## src/rtl/xlat_pkg.sv

```systemverilog
package xlat_pkg;

  typedef enum logic [2:0] {
    ST_IDLE     = 3'd0,
    ST_DIR_REQ  = 3'd1,
    ST_DIR_WAIT = 3'd2,
    ST_TBL_REQ  = 3'd3,
    ST_TBL_WAIT = 3'd4
  } walk_state_e;

  typedef enum logic {
    LVL_DIR = 1'b0,
    LVL_TBL = 1'b1
  } walk_level_e;

endpackage

```

## src/rtl/xlat_rst_sync.sv

```systemverilog
module xlat_rst_sync #(
  parameter int STAGES = 2
) (
  input  logic clk,
  input  logic rst_n_in,
  output logic rst_n_out
);

  logic [STAGES-1:0] sync_q;

  // assert asynchronously, release after STAGES clock edges
  always_ff @(posedge clk or negedge rst_n_in) begin
    if (!rst_n_in) begin
      sync_q <= '0;
    end else begin
      sync_q <= {sync_q[STAGES-2:0], 1'b1};
    end
  end

  assign rst_n_out = sync_q[STAGES-1];

endmodule

```

## src/rtl/xlat_base_reg.sv

```systemverilog
module xlat_base_reg #(
  parameter int PA_W = 32
) (
  input  logic            clk,
  input  logic            rst_n,
  input  logic            load_en,
  input  logic [PA_W-1:0] load_val,
  output logic [PA_W-1:0] base_q
);

  logic [PA_W-1:0] base_d;

  always_comb begin
    base_d = base_q;
    if (load_en) begin
      base_d = load_val;
    end
  end

  always_ff @(posedge clk or negedge rst_n) begin
    if (!rst_n) begin
      base_q <= '0;
    end else begin
      base_q <= base_d;
    end
  end

endmodule

```

## src/rtl/xlat_addr_gen.sv

```systemverilog
module xlat_addr_gen #(
  parameter int OFS_W     = 12,
  parameter int IDX_W     = 10,
  parameter int FRAME_W   = 20,
  parameter int ENT_SHIFT = 2
) (
  input  logic [FRAME_W+OFS_W-1:0] base,
  input  logic [IDX_W-1:0]         dir_idx,
  input  logic [IDX_W-1:0]         tbl_idx,
  input  logic [FRAME_W-1:0]       pde_frame,
  output logic [FRAME_W+OFS_W-1:0] dir_addr,
  output logic [FRAME_W+OFS_W-1:0] tbl_addr
);

  localparam int PA_W  = FRAME_W + OFS_W;
  localparam int PAD_W = PA_W - IDX_W - ENT_SHIFT;

  logic [PA_W-1:0] dir_ofs;
  logic [PA_W-1:0] tbl_ofs;
  logic [PA_W-1:0] tbl_page;

  // each index is scaled by the entry size (1 << ENT_SHIFT bytes)
  assign dir_ofs  = {{PAD_W{1'b0}}, dir_idx, {ENT_SHIFT{1'b0}}};
  assign tbl_ofs  = {{PAD_W{1'b0}}, tbl_idx, {ENT_SHIFT{1'b0}}};
  assign tbl_page = {pde_frame, {OFS_W{1'b0}}};

  assign dir_addr = base + dir_ofs;
  assign tbl_addr = tbl_page + tbl_ofs;

endmodule

```

## src/rtl/xlat_ctrl.sv

```systemverilog
module xlat_ctrl
  import xlat_pkg::*;
#(
  parameter int OFS_W     = 12,
  parameter int IDX_W     = 10,
  parameter int FRAME_W   = 20,
  parameter int VALID_BIT = 0,
  localparam int PA_W     = FRAME_W + OFS_W
) (
  input  logic               clk,
  input  logic               rst_n,
  input  logic               req_valid,
  output logic               req_ready,
  input  logic [IDX_W-1:0]   req_tbl_idx,
  input  logic [OFS_W-1:0]   req_ofs,
  output logic [IDX_W-1:0]   walk_tbl_idx,
  input  logic [PA_W-1:0]    dir_addr,
  input  logic [PA_W-1:0]    tbl_addr,
  output logic               mem_rd_valid,
  input  logic               mem_rd_ready,
  output logic [PA_W-1:0]    mem_rd_addr,
  input  logic               mem_rsp_valid,
  input  logic [PA_W-1:0]    mem_rsp_data,
  output logic               done,
  output logic [FRAME_W-1:0] done_frame,
  output logic [OFS_W-1:0]   done_flags,
  output logic [PA_W-1:0]    done_paddr,
  output logic               fault,
  output logic               fault_level
);

  walk_state_e        state_q, state_d;
  logic [PA_W-1:0]    addr_q, addr_d;
  logic [IDX_W-1:0]   tidx_q;
  logic [OFS_W-1:0]   ofs_q;
  logic               accept;
  logic               done_d, fault_d, fin_en;
  walk_level_e        lvl_d;
  logic               entry_ok;

  assign accept   = req_valid && (state_q == ST_IDLE);
  assign entry_ok = mem_rsp_data[VALID_BIT];

  // next-state logic
  always_comb begin
    state_d = state_q;
    addr_d  = addr_q;
    done_d  = 1'b0;
    fault_d = 1'b0;
    fin_en  = 1'b0;
    lvl_d   = LVL_DIR;
    unique case (state_q)
      ST_IDLE: begin
        if (req_valid) begin
          state_d = ST_DIR_REQ;
          addr_d  = dir_addr;
        end
      end
      ST_DIR_REQ: begin
        if (mem_rd_ready) state_d = ST_DIR_WAIT;
      end
      ST_DIR_WAIT: begin
        if (mem_rsp_valid) begin
          if (entry_ok) begin
            state_d = ST_TBL_REQ;
            addr_d  = tbl_addr;
          end else begin
            state_d = ST_IDLE;
            fault_d = 1'b1;
            fin_en  = 1'b1;
            lvl_d   = LVL_DIR;
          end
        end
      end
      ST_TBL_REQ: begin
        if (mem_rd_ready) state_d = ST_TBL_WAIT;
      end
      ST_TBL_WAIT: begin
        if (mem_rsp_valid) begin
          state_d = ST_IDLE;
          fin_en  = 1'b1;
          lvl_d   = LVL_TBL;
          if (entry_ok) done_d  = 1'b1;
          else          fault_d = 1'b1;
        end
      end
      default: state_d = ST_IDLE;
    endcase
  end

  // state and walk context registers
  always_ff @(posedge clk or negedge rst_n) begin
    if (!rst_n) begin
      state_q <= ST_IDLE;
      addr_q  <= '0;
      tidx_q  <= '0;
      ofs_q   <= '0;
    end else begin
      state_q <= state_d;
      addr_q  <= addr_d;
      if (accept) begin
        tidx_q <= req_tbl_idx;
        ofs_q  <= req_ofs;
      end
    end
  end

  // completion registers
  always_ff @(posedge clk or negedge rst_n) begin
    if (!rst_n) begin
      done        <= 1'b0;
      fault       <= 1'b0;
      fault_level <= 1'b0;
      done_frame  <= '0;
      done_flags  <= '0;
      done_paddr  <= '0;
    end else begin
      done  <= done_d;
      fault <= fault_d;
      if (fin_en) begin
        fault_level <= lvl_d;
        done_frame  <= mem_rsp_data[PA_W-1 -: FRAME_W];
        done_flags  <= mem_rsp_data[OFS_W-1:0];
        done_paddr  <= {mem_rsp_data[PA_W-1 -: FRAME_W], ofs_q};
      end
    end
  end

  assign req_ready    = (state_q == ST_IDLE);
  assign mem_rd_valid = (state_q == ST_DIR_REQ) || (state_q == ST_TBL_REQ);
  assign mem_rd_addr  = addr_q;
  assign walk_tbl_idx = tidx_q;

  assert_busy_after_accept_R7: assert property (@(posedge clk) disable iff (!rst_n)
    (req_valid && req_ready) |=> !req_ready);

  assert_rd_hold_R8: assert property (@(posedge clk) disable iff (!rst_n)
    (mem_rd_valid && !mem_rd_ready) |=> (mem_rd_valid && $stable(mem_rd_addr)));

  assert_one_outstanding_R8: assert property (@(posedge clk) disable iff (!rst_n)
    (mem_rd_valid && mem_rd_ready) |=> !mem_rd_valid);

  assert_done_pulse_R3: assert property (@(posedge clk) disable iff (!rst_n)
    done |=> !done);

  assert_done_after_rsp_R3: assert property (@(posedge clk) disable iff (!rst_n)
    done |-> $past(mem_rsp_valid));

  assert_fault_pulse_R4: assert property (@(posedge clk) disable iff (!rst_n)
    fault |=> !fault);

  assert_done_fault_excl_R5: assert property (@(posedge clk) disable iff (!rst_n)
    done |-> !fault);

  assert_idle_rsp_ignored_R9: assert property (@(posedge clk) disable iff (!rst_n)
    (req_ready && mem_rsp_valid) |=> !(done || fault));

endmodule

```

## src/rtl/xlat_walker.sv

```systemverilog
module xlat_walker #(
  parameter int OFS_W       = 12,
  parameter int IDX_W       = 10,
  parameter int FRAME_W     = 20,
  parameter int ENT_SHIFT   = 2,
  parameter int VALID_BIT   = 0,
  parameter int SYNC_STAGES = 2,
  localparam int VA_W       = OFS_W + 2 * IDX_W,
  localparam int PA_W       = FRAME_W + OFS_W
) (
  input  logic               clk,
  input  logic               rst_n,
  input  logic               base_load,
  input  logic [PA_W-1:0]    base_addr,
  input  logic               req_valid,
  output logic               req_ready,
  input  logic [VA_W-1:0]    req_vaddr,
  output logic               mem_rd_valid,
  input  logic               mem_rd_ready,
  output logic [PA_W-1:0]    mem_rd_addr,
  input  logic               mem_rsp_valid,
  input  logic [PA_W-1:0]    mem_rsp_data,
  output logic               done,
  output logic [FRAME_W-1:0] done_frame,
  output logic [OFS_W-1:0]   done_flags,
  output logic [PA_W-1:0]    done_paddr,
  output logic               fault,
  output logic               fault_level
);

  localparam int TBL_LSB = OFS_W;
  localparam int DIR_LSB = OFS_W + IDX_W;

  logic              rst_n_s;
  logic [PA_W-1:0]   base_q;
  logic [PA_W-1:0]   dir_addr;
  logic [PA_W-1:0]   tbl_addr;
  logic [IDX_W-1:0]  walk_tbl_idx;

  xlat_rst_sync #(.STAGES(SYNC_STAGES)) u_rst_sync (
    .clk       (clk),
    .rst_n_in  (rst_n),
    .rst_n_out (rst_n_s)
  );

  xlat_base_reg #(.PA_W(PA_W)) u_base_reg (
    .clk      (clk),
    .rst_n    (rst_n_s),
    .load_en  (base_load),
    .load_val (base_addr),
    .base_q   (base_q)
  );

  xlat_addr_gen #(
    .OFS_W     (OFS_W),
    .IDX_W     (IDX_W),
    .FRAME_W   (FRAME_W),
    .ENT_SHIFT (ENT_SHIFT)
  ) u_addr_gen (
    .base      (base_q),
    .dir_idx   (req_vaddr[DIR_LSB +: IDX_W]),
    .tbl_idx   (walk_tbl_idx),
    .pde_frame (mem_rsp_data[PA_W-1 -: FRAME_W]),
    .dir_addr  (dir_addr),
    .tbl_addr  (tbl_addr)
  );

  xlat_ctrl #(
    .OFS_W     (OFS_W),
    .IDX_W     (IDX_W),
    .FRAME_W   (FRAME_W),
    .VALID_BIT (VALID_BIT)
  ) u_ctrl (
    .clk           (clk),
    .rst_n         (rst_n_s),
    .req_valid     (req_valid),
    .req_ready     (req_ready),
    .req_tbl_idx   (req_vaddr[TBL_LSB +: IDX_W]),
    .req_ofs       (req_vaddr[OFS_W-1:0]),
    .walk_tbl_idx  (walk_tbl_idx),
    .dir_addr      (dir_addr),
    .tbl_addr      (tbl_addr),
    .mem_rd_valid  (mem_rd_valid),
    .mem_rd_ready  (mem_rd_ready),
    .mem_rd_addr   (mem_rd_addr),
    .mem_rsp_valid (mem_rsp_valid),
    .mem_rsp_data  (mem_rsp_data),
    .done          (done),
    .done_frame    (done_frame),
    .done_flags    (done_flags),
    .done_paddr    (done_paddr),
    .fault         (fault),
    .fault_level   (fault_level)
  );

endmodule

```

## config.mk

```make
export PLATFORM = sky130hd
export DESIGN_NAME = xlat_walker
export DESIGN_NICKNAME = d
export VERILOG_FILES = /design/src/rtl/xlat_pkg.sv /design/src/rtl/xlat_rst_sync.sv /design/src/rtl/xlat_base_reg.sv /design/src/rtl/xlat_addr_gen.sv /design/src/rtl/xlat_ctrl.sv /design/src/rtl/xlat_walker.sv
export SDC_FILE = /design/constraint.sdc
export NUM_CORES = 1
export LEC_CHECK = 0
export ABC_AREA = 1
export BUFFER_PORTS_ARGS = -buffer_cell sky130_fd_sc_hd__buf_4
export CORE_MARGIN = 3
export CORE_UTILIZATION = 38
export CTS_BUF_LIST = sky130_fd_sc_hd__clkbuf_8
export DETAILED_ROUTE_END_ITERATION = 6
export PLACE_DENSITY = 0.65
export SYNTH_ARGS = -nofsm -noshare
export SYNTH_HDL_FRONTEND = slang
export SYNTH_SLANG_ARGS = --single-unit
```

## constraint.sdc

```tcl
create_clock -name clk -period 5.6 [get_ports clk]
set_input_delay 0.56 -clock clk [delete_from_list [all_inputs] [get_ports clk]]
set_output_delay 0.56 -clock clk [all_outputs]
set_load 0.1 [all_outputs]
```

After elaboration in Yosys (flattened, before gate mapping)
Cells that the tools add are included.

word-level totals
  register bits after elaboration = 158
  bits in latches = 0
  RAM bits = 0
  bits in read-only memories = 0
  bits of input ports = 102
  output and inout port bits = 101
  word-level logic and storage cells = 51
  memories kept = 0

operators by class
  add/sub/neg operators = 2
  multiply operators = 0
  div/mod/pow operators = 0
  order comparisons = 0
  equal/unequal tests = 10
  shifts and indexed selects = 0
  multiplexer cells = 20
  bitwise logic cells = 0
  reduce and logical (&&, ||, !) cells = 7

operator list
  operator                                             number
  2-to-1 mux 32 bit                                    3
  adder 32 x 12 -> 32 bit                              2
  case mux 32 bit (2 select lines)                     1
  2-to-1 mux 3 bit                                     5
  case mux 3 bit (5 select lines)                      1
  != test 2 bit, second input constant                 6
  2-to-1 mux 1 bit                                     8
  equality test 3 x 2 -> 1 bit, second input constant  2
  AND reduction 5 bit                                  1
  AND reduction 4 bit                                  1
  equality test 3 x 1 -> 1 bit, second input constant  1
  equality test 3 bit, second input constant           1
  logical NOT 3 bit                                    1
  2-to-1 mux 2 bit                                     1
  case mux 1 bit (2 select lines)                      1
  nonzero test 2 bit                                   1
  OR reduction 2 bit                                   1
  logical AND 1 bit                                    1
  logical OR 1 bit                                     1

Longest topological paths before layout
Gate-level depths: netlist (run 1).

  depth after elaboration = 4
  depth in mapped cells = 14
  gate-level depth less buffers = 14

By module
A second synthesis (run 1) with hierarchy kept.

second synthesis, totals
  cell total of the unflattened synthesis = 1040
  area total of the unflattened synthesis = 7782.5 um2

modules (own cells, without submodules)
  module         instances  cells each  area an instance (um2)
  xlat_ctrl      1          593         4834.6
  xlat_addr_gen  1          308         1601.5
  xlat_base_reg  1          136         1292.5
  xlat_rst_sync  1          3           53.8

Least setup slack after synthesis (run 1)
Ideal clock, no wire load.

  path kind = register to output
  from = register u_ctrl.state_q[0]
  to = output mem_rd_valid
  data arrival time = 1779 ps
  data required time = 5040 ps
  setup slack = 3261 ps
  cell stages (with the launch flop) = 3
  buffers on the path = 0
  cell sequence = dfrtp_1 > inv_1 > nor2_1

on the way
  longest elaborated chain between the ends = 2

RTL lines
  item                                                                          RTL line           RTL
  start: declaration                                                            xlat_ctrl.sv:32    walk_state_e state_q, state_d;
  start signal: assignment                                                      xlat_ctrl.sv:99    state_q <= state_d;
  equality test 3 x 1 -> 1 bit or equality test 3 x 2 -> 1 bit (tied branches)  xlat_ctrl.sv:130   assign mem_rd_valid = (state_q == ST_DIR_REQ) || (state_q == ST_TBL_REQ);
  logical OR 1 bit *                                                            xlat_ctrl.sv:130
  end: declaration                                                              xlat_walker.sv:18  output logic mem_rd_valid,

Mark *: on every way between the ends. The rest lies on a longest branch, timed or not.

Final worst setup path (run 1)
  from = register u_ctrl.state_q[1]
  to = register u_ctrl.done_paddr[2]

on the way
  longest elaborated chain between the ends = 2

RTL lines
  item                                                                 RTL line          RTL
  equality test 3 bit or equality test 3 x 2 -> 1 bit (tied branches)  xlat_ctrl.sv:52   unique case (state_q)
  case mux 1 bit (2 select lines) *                                    xlat_ctrl.sv:52
  end signal: assignment                                               xlat_ctrl.sv:124  done_paddr <= {mem_rsp_data[PA_W-1 -: FRAME_W], ofs_q};
  end: declaration                                                     xlat_ctrl.sv:27   output logic [PA_W-1:0] done_paddr,

Marked as above.
A chain may end at the register's enable or synchronous reset.

==> results of run 1 <==
==> area by class of cell <==
class,count,area [sq um]
fill,1750,8730
sequential,138,3460
multi-input combinational,607,2820
timing repair buffer,208,1560
inverter,97,364
tap,225,282
clock buffer,17,234
clock inverter,15,143
==> kinds of logic (layout without fill, tap and decap cells) <==
| group | after synthesis | after routing | synth area share (%) |
|---|---|---|---|
| compound gates | 96 | 96 | 7.51 |
| xor+xnor | 8 | 8 | 1.01 |
| fa+ha+maj | 11 | 11 | 2.10 |
| buf+inv | 147 | 337 | 9.50 |
| flops | 138 | 138 | 49.8 |
| mux | 10 | 10 | 1.63 |
| other cells | 1 | 1 | 0.0541 |
| simple gates | 481 | 481 | 28.4 |
==> layout by cell type (no fill, tap or decap), types with 2 or more instances in the layout <==
cell type | netlist | layout
xor2_1 | 8 | 8
buf_4 | 21 | 207
nor3_2 | 2 | 2
inv_6 | 0 | 4
clkinv_2 | 0 | 2
o31ai_2 | 2 | 2
nand2_1 | 356 | 356
mux2_2 | 10 | 10
clkinv_4 | 0 | 3
nor2_4 | 1 | 2
clkbuf_8 | 0 | 17
nand3b_1 | 2 | 2
nand4_1 | 9 | 9
inv_2 | 5 | 5
nor2_1 | 38 | 37
o21ai_1 | 11 | 11
o21ai_0 | 39 | 39
inv_1 | 92 | 92
a21oi_1 | 36 | 36
clkinvlp_4 | 0 | 4
a31oi_1 | 3 | 3
ha_1 | 10 | 10
nor3_1 | 6 | 6
nand3_1 | 61 | 61
dfrtp_1 | 138 | 137
o211ai_1 | 2 | 2
==> worst max-delay path: cells and delay by family, from the launching register on <==
family / cells / cell delay [ns]
flops: 1 / 0.43
simple gates: 5 / 0.77
buf+inv: 5 / 1.60
==> through the flow <==
| stage | instance area [sq um] | instances | setup WS, ns | hold slack [ns] |
|---|---|---|---|---|
| 6_report | 8870 | 1307 | 2.63 | 0.294 |
| 5_1_grt | 8870 | 1307 | 2.31 | 0.273 |
| 4_1_cts | 8870 | 1307 | 2.61 | 0.265 |
| 3_5_place_dp | 8480 | 1274 | 2.63 | 0.340 |
| 3_3_place_gp | 8480 | 1274 | 2.67 | 0.337 |
| 2_1_floorplan | 6930 | 892 | 1.47 | 0.264 |
==> worst max-delay path by stage <==
stage	startpoint	endpoint	cells after the start
4_1_cts	u_ctrl.state_q[1]	u_ctrl.done_paddr[2]	10
3_3_place_gp	u_ctrl.state_q[1]	u_ctrl.done_flags[6]	10
5_1_grt	u_ctrl.state_q[1]	u_ctrl.done_paddr[2]	10
6_report	u_ctrl.state_q[1]	u_ctrl.done_paddr[2]	10
3_5_place_dp	u_ctrl.state_q[1]	u_ctrl.done_paddr[2]	10
2_1_floorplan	u_rst_sync.sync_q[1]	u_base_reg.base_q[0]	0
==> state kept, by name, indices dropped and copies added (netlist names) <==
signal / flops
u_ctrl.done_paddr: 13
u_ctrl.done: 1
u_ctrl.walk_tbl_idx: 10
u_ctrl.done_frame: 19
u_ctrl.mem_rd_addr: 32
u_base_reg.base_q: 32
u_ctrl.fault_level: 1
u_rst_sync.sync_q: 2
u_ctrl.state_q: 3
u_ctrl.ofs_q: 12
u_ctrl.fault: 1
u_ctrl.done_flags: 12
==> metal layers <==
metal,share of wire (%),vias up,wire length (um),track usage (%)
met5,0,-,0,0
met2,46,193,8980,30.9
met4,1.6,0,303,6.68
met3,6.1,21,1200,3.83
met1,46,2852,8980,27.3
li1,-,3138,-,-
==> reports/metrics.yaml, run 1 <==
critical_path:
  critPathCaptureType: "register"
  worst_path_maximum_fanout: 41
  worst-endpoint-arrival_ns: 3.32
  rr_worst_depth: 10
  crit_top_cell: "inv_2"
  rr_startpoint: "u_ctrl.state_q[1]"
  slowest_delay_ns: 0.51
  required_ns: 5.95
  regToRegSetupSlack_ns: 2.63
  critPathKind: "reg2reg"
  terminus_of_the_critical_flop_to_flop_path: "u_ctrl.done_paddr[2]"
  startpoint_type_of_the_worst_setup_path: "register"
  cell_chain_of_the_critical_path: "inv_2 > nor3_4 > buf_4 > inv_2 > nor3_2 > nor2_4 > buf_4 > inv_2 > nand2_1 > nand2_1"
  crit_slowest_cell: "inv_2"
timing:
  report.final.hold_viol_count: 0
  skew_ns: 0.0122
  finalSetupViolations: 0
  worst_max_slew_margin_expressed_relative_to_the_limit_pct: 32.7
  timing.final.max_slew_violations: 0
  setup-tns-final_ns: 0
  achievable_frequency_ghz: 0.337
  period_needed_ns: 2.97
  tightestPinTransition_ns: 1.01
  period_share_pct: 53.0
  unrepaired_setup_endpoints_after_global_routing: "no"
min_path:
  worst_hold_start: "req_vaddr[8]"
  hold_depth: 3
  hold_path_end: "u_ctrl.ofs_q[8]"
  worst_hold_path_type: "in2reg"
yosys:
  synth.largest_area_cell: "dfrtp_1"
  synth-seq-cells: 138
  synth_seq_area_share_pct: 49.8
  ys.warnings.count: 0
  netlist_instances: 892
  async_flop_share_pct: 100
  syn_nets: 1005
  ys_top_cells_by_area: "dfrtp_1 50%, nand2_1 19%, inv_1 5.0%"
  yosys-top-cells-count: "356 x nand2_1, 138 x dfrtp_1, 92 x inv_1"
  dominant_cell_by_count_in_the_synthesized_netlist: "nand2_1"
  synth_ff_type: "dfrtp_1"
  post-synth-top-area-fraction_pct: 49.8
  yosys.cell_types.count: 35
  synth_edf_count: 0
  syn_area_sq_mm: 0.00693
  synthesis.area_per_instance_sq_um: 7.77
route:
  drcViolationCount: 0
  wirelength_um: 19500
  viasPerCell: 4.75
  antenna_violating_nets_post_route: 0
  first_iter_violations: 319
  drt_first_pass_iters: 7
  detailroute.via_count: 6204
  avgRoutedWirePerCell_um: 14.9
floorplanning:
  die-area_sq_mm: 0.0199
  chipHeight_um: 141
  die_w_um: 141
  boundaryPins: 203
  core_region_area_sq_mm: 0.0176
  placementRows: 48
  start_util_pct: 39.4
global_route:
  globalRouteOverflowTotal: 0
  antenna_found_initial: 0
  grt_use_total_pct: 19.7
  grt_start_max_net_pins: 77
  first_global_vias: 5837
  grt_first_pass_wirelength_um: 30800
place:
  numPortBuffers: 202
  hpwlAfterDp_um: 14600
  gp_congestion: 0.873
finish:
  finalCoreUtilization_pct: 50.4
  layout-drive-gt1-share_pct: 24.5
  syn2layout_area_growth_pct: 28.0
  finalNetCount: 1182
  antennaDiodeCount: 0
clocking:
  cts_tree: "yes"
  clkSinkCount: 138
  clkTransAtPathRegs_ns: 0.09
  htree_num_levels: 4
  cts-buffers-inserted: 17
  worstSkewPairLatency_ns: 0.46
  cts_setup_buffers: 0
  clk_root_buffer_cell: "clkbuf_8"
  cts-root-to-sink-buffers: 2
  ctsResizeCount: 0
  ctsHoldBuffers: 1
flow_run:
  maxCapViolCount: 0
run_status:
  outcome: "completed"
Power of run 1 is left out: the tool's default activity adds up to more than one toggle a clock period on the data nets, which glitch-free logic cannot reach.
==> run 2: changes to the inputs <==
--- a/config.mk
+++ b/config.mk
@@ -11,7 +11,7 @@
 export CORE_UTILIZATION = 38
 export CTS_BUF_LIST = sky130_fd_sc_hd__clkbuf_8
 export DETAILED_ROUTE_END_ITERATION = 6
-export PLACE_DENSITY = 0.65
+export PLACE_DENSITY = 0.67
 export SYNTH_ARGS = -nofsm -noshare
 export SYNTH_HDL_FRONTEND = slang
 export SYNTH_SLANG_ARGS = --single-unit
==> constraint.sdc (replaced) <==
create_clock -name clk -period 2.65 [get_ports clk]
set_input_delay 0.265 -clock clk [delete_from_list [all_inputs] [get_ports clk]]
set_output_delay 0.265 -clock clk [all_outputs]
set_load 0.1 [all_outputs]
==> reports/metrics.yaml, run 2 (synthesized netlist as in run 1, its figures left out) <==
finish:
  mostFrequentLayoutCells: "356 x nand2_1, 208 x buf_4, 137 x dfrtp_1, 93 x inv_1, 61 x nand3_1"
  finalNetCount: 1217  # +3.0%
  filler_cell_count: 1687  # -3.6%
  antennaDiodeCount: 0  # unchanged
  syn2layout_area_growth_pct: 33.6
  regArea_sq_mm: 0.00346  # unchanged
  layout-drive-gt1-share_pct: 23.9  # -0.59 points
  final_common_cell: "nand2_1"
  area_of_combinational_cells_with_multiple_inputs_sq_mm: 0.00282  # unchanged
  post-route-cell-area_sq_mm: 0.00926  # +4.4%
floorplanning:
  placementRows: 48  # unchanged
  die_w_um: 141  # unchanged
  boundaryPins: 203  # unchanged
  chipHeight_um: 141  # unchanged
  die-area_sq_mm: 0.0199  # unchanged
  start_util_pct: 39.4  # unchanged
  core_region_area_sq_mm: 0.0176  # unchanged
clocking:
  cts-root-to-sink-buffers: 2  # unchanged
  cts_tree: "yes"
  cts_setup_buffers: 0  # unchanged
  htree_num_levels: 4  # unchanged
  cts-buffers-inserted: 17  # unchanged
  worstSkewPairLatency_ns: 0.46  # about the same
  clk_root_buffer_cell: "clkbuf_8"
  clkSinkCount: 138  # unchanged
  ctsResizeCount: 0  # unchanged
  ctsHoldBuffers: 33  # +32
  clkTransAtPathRegs_ns: 0.09  # about the same
run_status:
  outcome: "completed"
critical_path:
  crit_slowest_cell: "fa_1"
  worstSetupStartpoint: "u_base_reg.base_q[2]"
  rr_worst_depth: 12  # +2
  rr_startpoint: "u_base_reg.base_q[2]"
  critPathCaptureType: "register"
  startpoint_type_of_the_worst_setup_path: "register"
  critPathKind: "reg2reg"
  crit_end: "u_ctrl.mem_rd_addr[28]"
  slowest_delay_ns: 0.42  # -0.09 ns
  cell_chain_of_the_critical_path: "ha_1 > fa_1 > nand3_1 > nand2_1 > nand2_1 > nand2_1 > nand2_1 > nand2_1 > nand3_1 > nand3_1 > nand2_1 > nand2_1"
  worst_path_maximum_fanout: 6  # -85%
  worst-endpoint-arrival_ns: 2.50  # -0.82 ns
  required_ns: 2.99  # -2.96 ns
  terminus_of_the_critical_flop_to_flop_path: "u_ctrl.mem_rd_addr[28]"
  regToRegSetupSlack_ns: 0.50  # -2.13 ns
  crit_top_cell: "nand2_1"
route:
  antenna_violating_nets_post_route: 0  # unchanged
  drt_first_pass_iters: 5  # -2
  wirelength_um: 20600  # +5.7%
  first_iter_violations: 366  # +15%
  drcViolationCount: 0  # unchanged
  viasPerCell: 4.76  # +0.19%
  avgRoutedWirePerCell_um: 15.3  # +2.9%
  detailroute.via_count: 6382  # +2.9%
place:
  numPortBuffers: 202  # unchanged
  placed_area_sq_mm: 0.00853  # +0.56%
  hpwlAfterDp_um: 15400  # +5.0%
  gp_congestion: 0.884  # +1.3%
timing:
  finalSetupViolations: 0  # unchanged
  period_share_pct: 81.3  # +28 points
  setup-tns-final_ns: 0  # unchanged
  period_needed_ns: 2.15  # -0.816 ns
  report.final.hold_viol_count: 0  # unchanged
  achievable_frequency_ghz: 0.464  # +38%
  tightestPinTransition_ns: 0.654  # -0.356 ns
  unrepaired_setup_endpoints_after_global_routing: "no"
  skew_ns: 0.0147  # +0.00251 ns
  timing.final.max_slew_violations: 0  # unchanged
  worst_max_slew_margin_expressed_relative_to_the_limit_pct: 56.3  # +24 points
global_route:
  grt_use_total_pct: 21.0  # +1.4 points
  antenna_found_initial: 0  # unchanged
  global_route.usage.met1_pct: 28.8  # +1.5 points
  grt_first_pass_wirelength_um: 33200  # +7.8%
  grt.busiest_layer: "met2"
  global_route.usage.met3_pct: 4.17  # +0.34 points
  grt_start_max_net_pins: 58  # -25%
  grtUsageMet2_pct: 34.3  # +3.4 points
  globalRouteOverflowTotal: 0  # unchanged
  first_global_vias: 6205  # +6.3%
min_path:
  worst_hold_path_type: "in2reg"
flow_run:
  maxCapViolCount: 0  # unchanged
[run 2: worst max-delay path, delay by kind of cell (launching register included)]
family / cells / cell delay, ns
flip-flops: 1 / 0.38
AND/OR/NAND/NOR: 10 / 1.00
adder cells (fa/ha/maj): 2 / 0.65
[run 2: worst min path at each step]
stage	depth (start not counted)	slack, ns	start	end
floorplan	0	-0.03	rst_n	u_rst_sync.sync_q[0]
global route	3	0.009	req_vaddr[12]	u_ctrl.walk_tbl_idx[0]
finish	3	0.03	base_addr[14]	u_base_reg.base_q[14]
global placement	1	0.05	rst_n	u_rst_sync.sync_q[0]
CTS	3	0.0005	mem_rsp_data[5]	u_ctrl.done_flags[5]
detailed placement	1	0.05	rst_n	u_rst_sync.sync_q[0]
[run 2: layer usage]
metal | up-vias | routed length [um]
li1 | 3199 | -
met1 | 2971 | 9480
met2 | 187 | 9680
met3 | 25 | 1110
met4 | 0 | 290
met5 | - | 0
[run 2: final cells by class]
| cell class | instances | area share [%] |
|---|---|---|
| Sequential cell | 138 | 37.3 |
| Multi-Input combinational cell | 607 | 30.5 |
| Timing Repair Buffer | 243 | 20.9 |
| Inverter | 97 | 3.93 |
| Tap cell | 225 | 3.04 |
| Clock buffer | 17 | 2.53 |
| Clock inverter | 15 | 1.80 |
[run 2: per-stage QoR]
stage	utilization (%)	hold slack [ns]	setup slack [ns]	std cells
after floorplan	-	-0.0306	0.357	892
after global placement	48.5	0.0482	0.549	1277
after detailed placement	48.5	0.0509	0.510	1277
after CTS	52.6	0.000542	0.475	1342
after global routing	52.6	0.00915	0.205	1342
final	52.6	0.0258	0.496	1342
Power of run 2 is left out for the same reason.
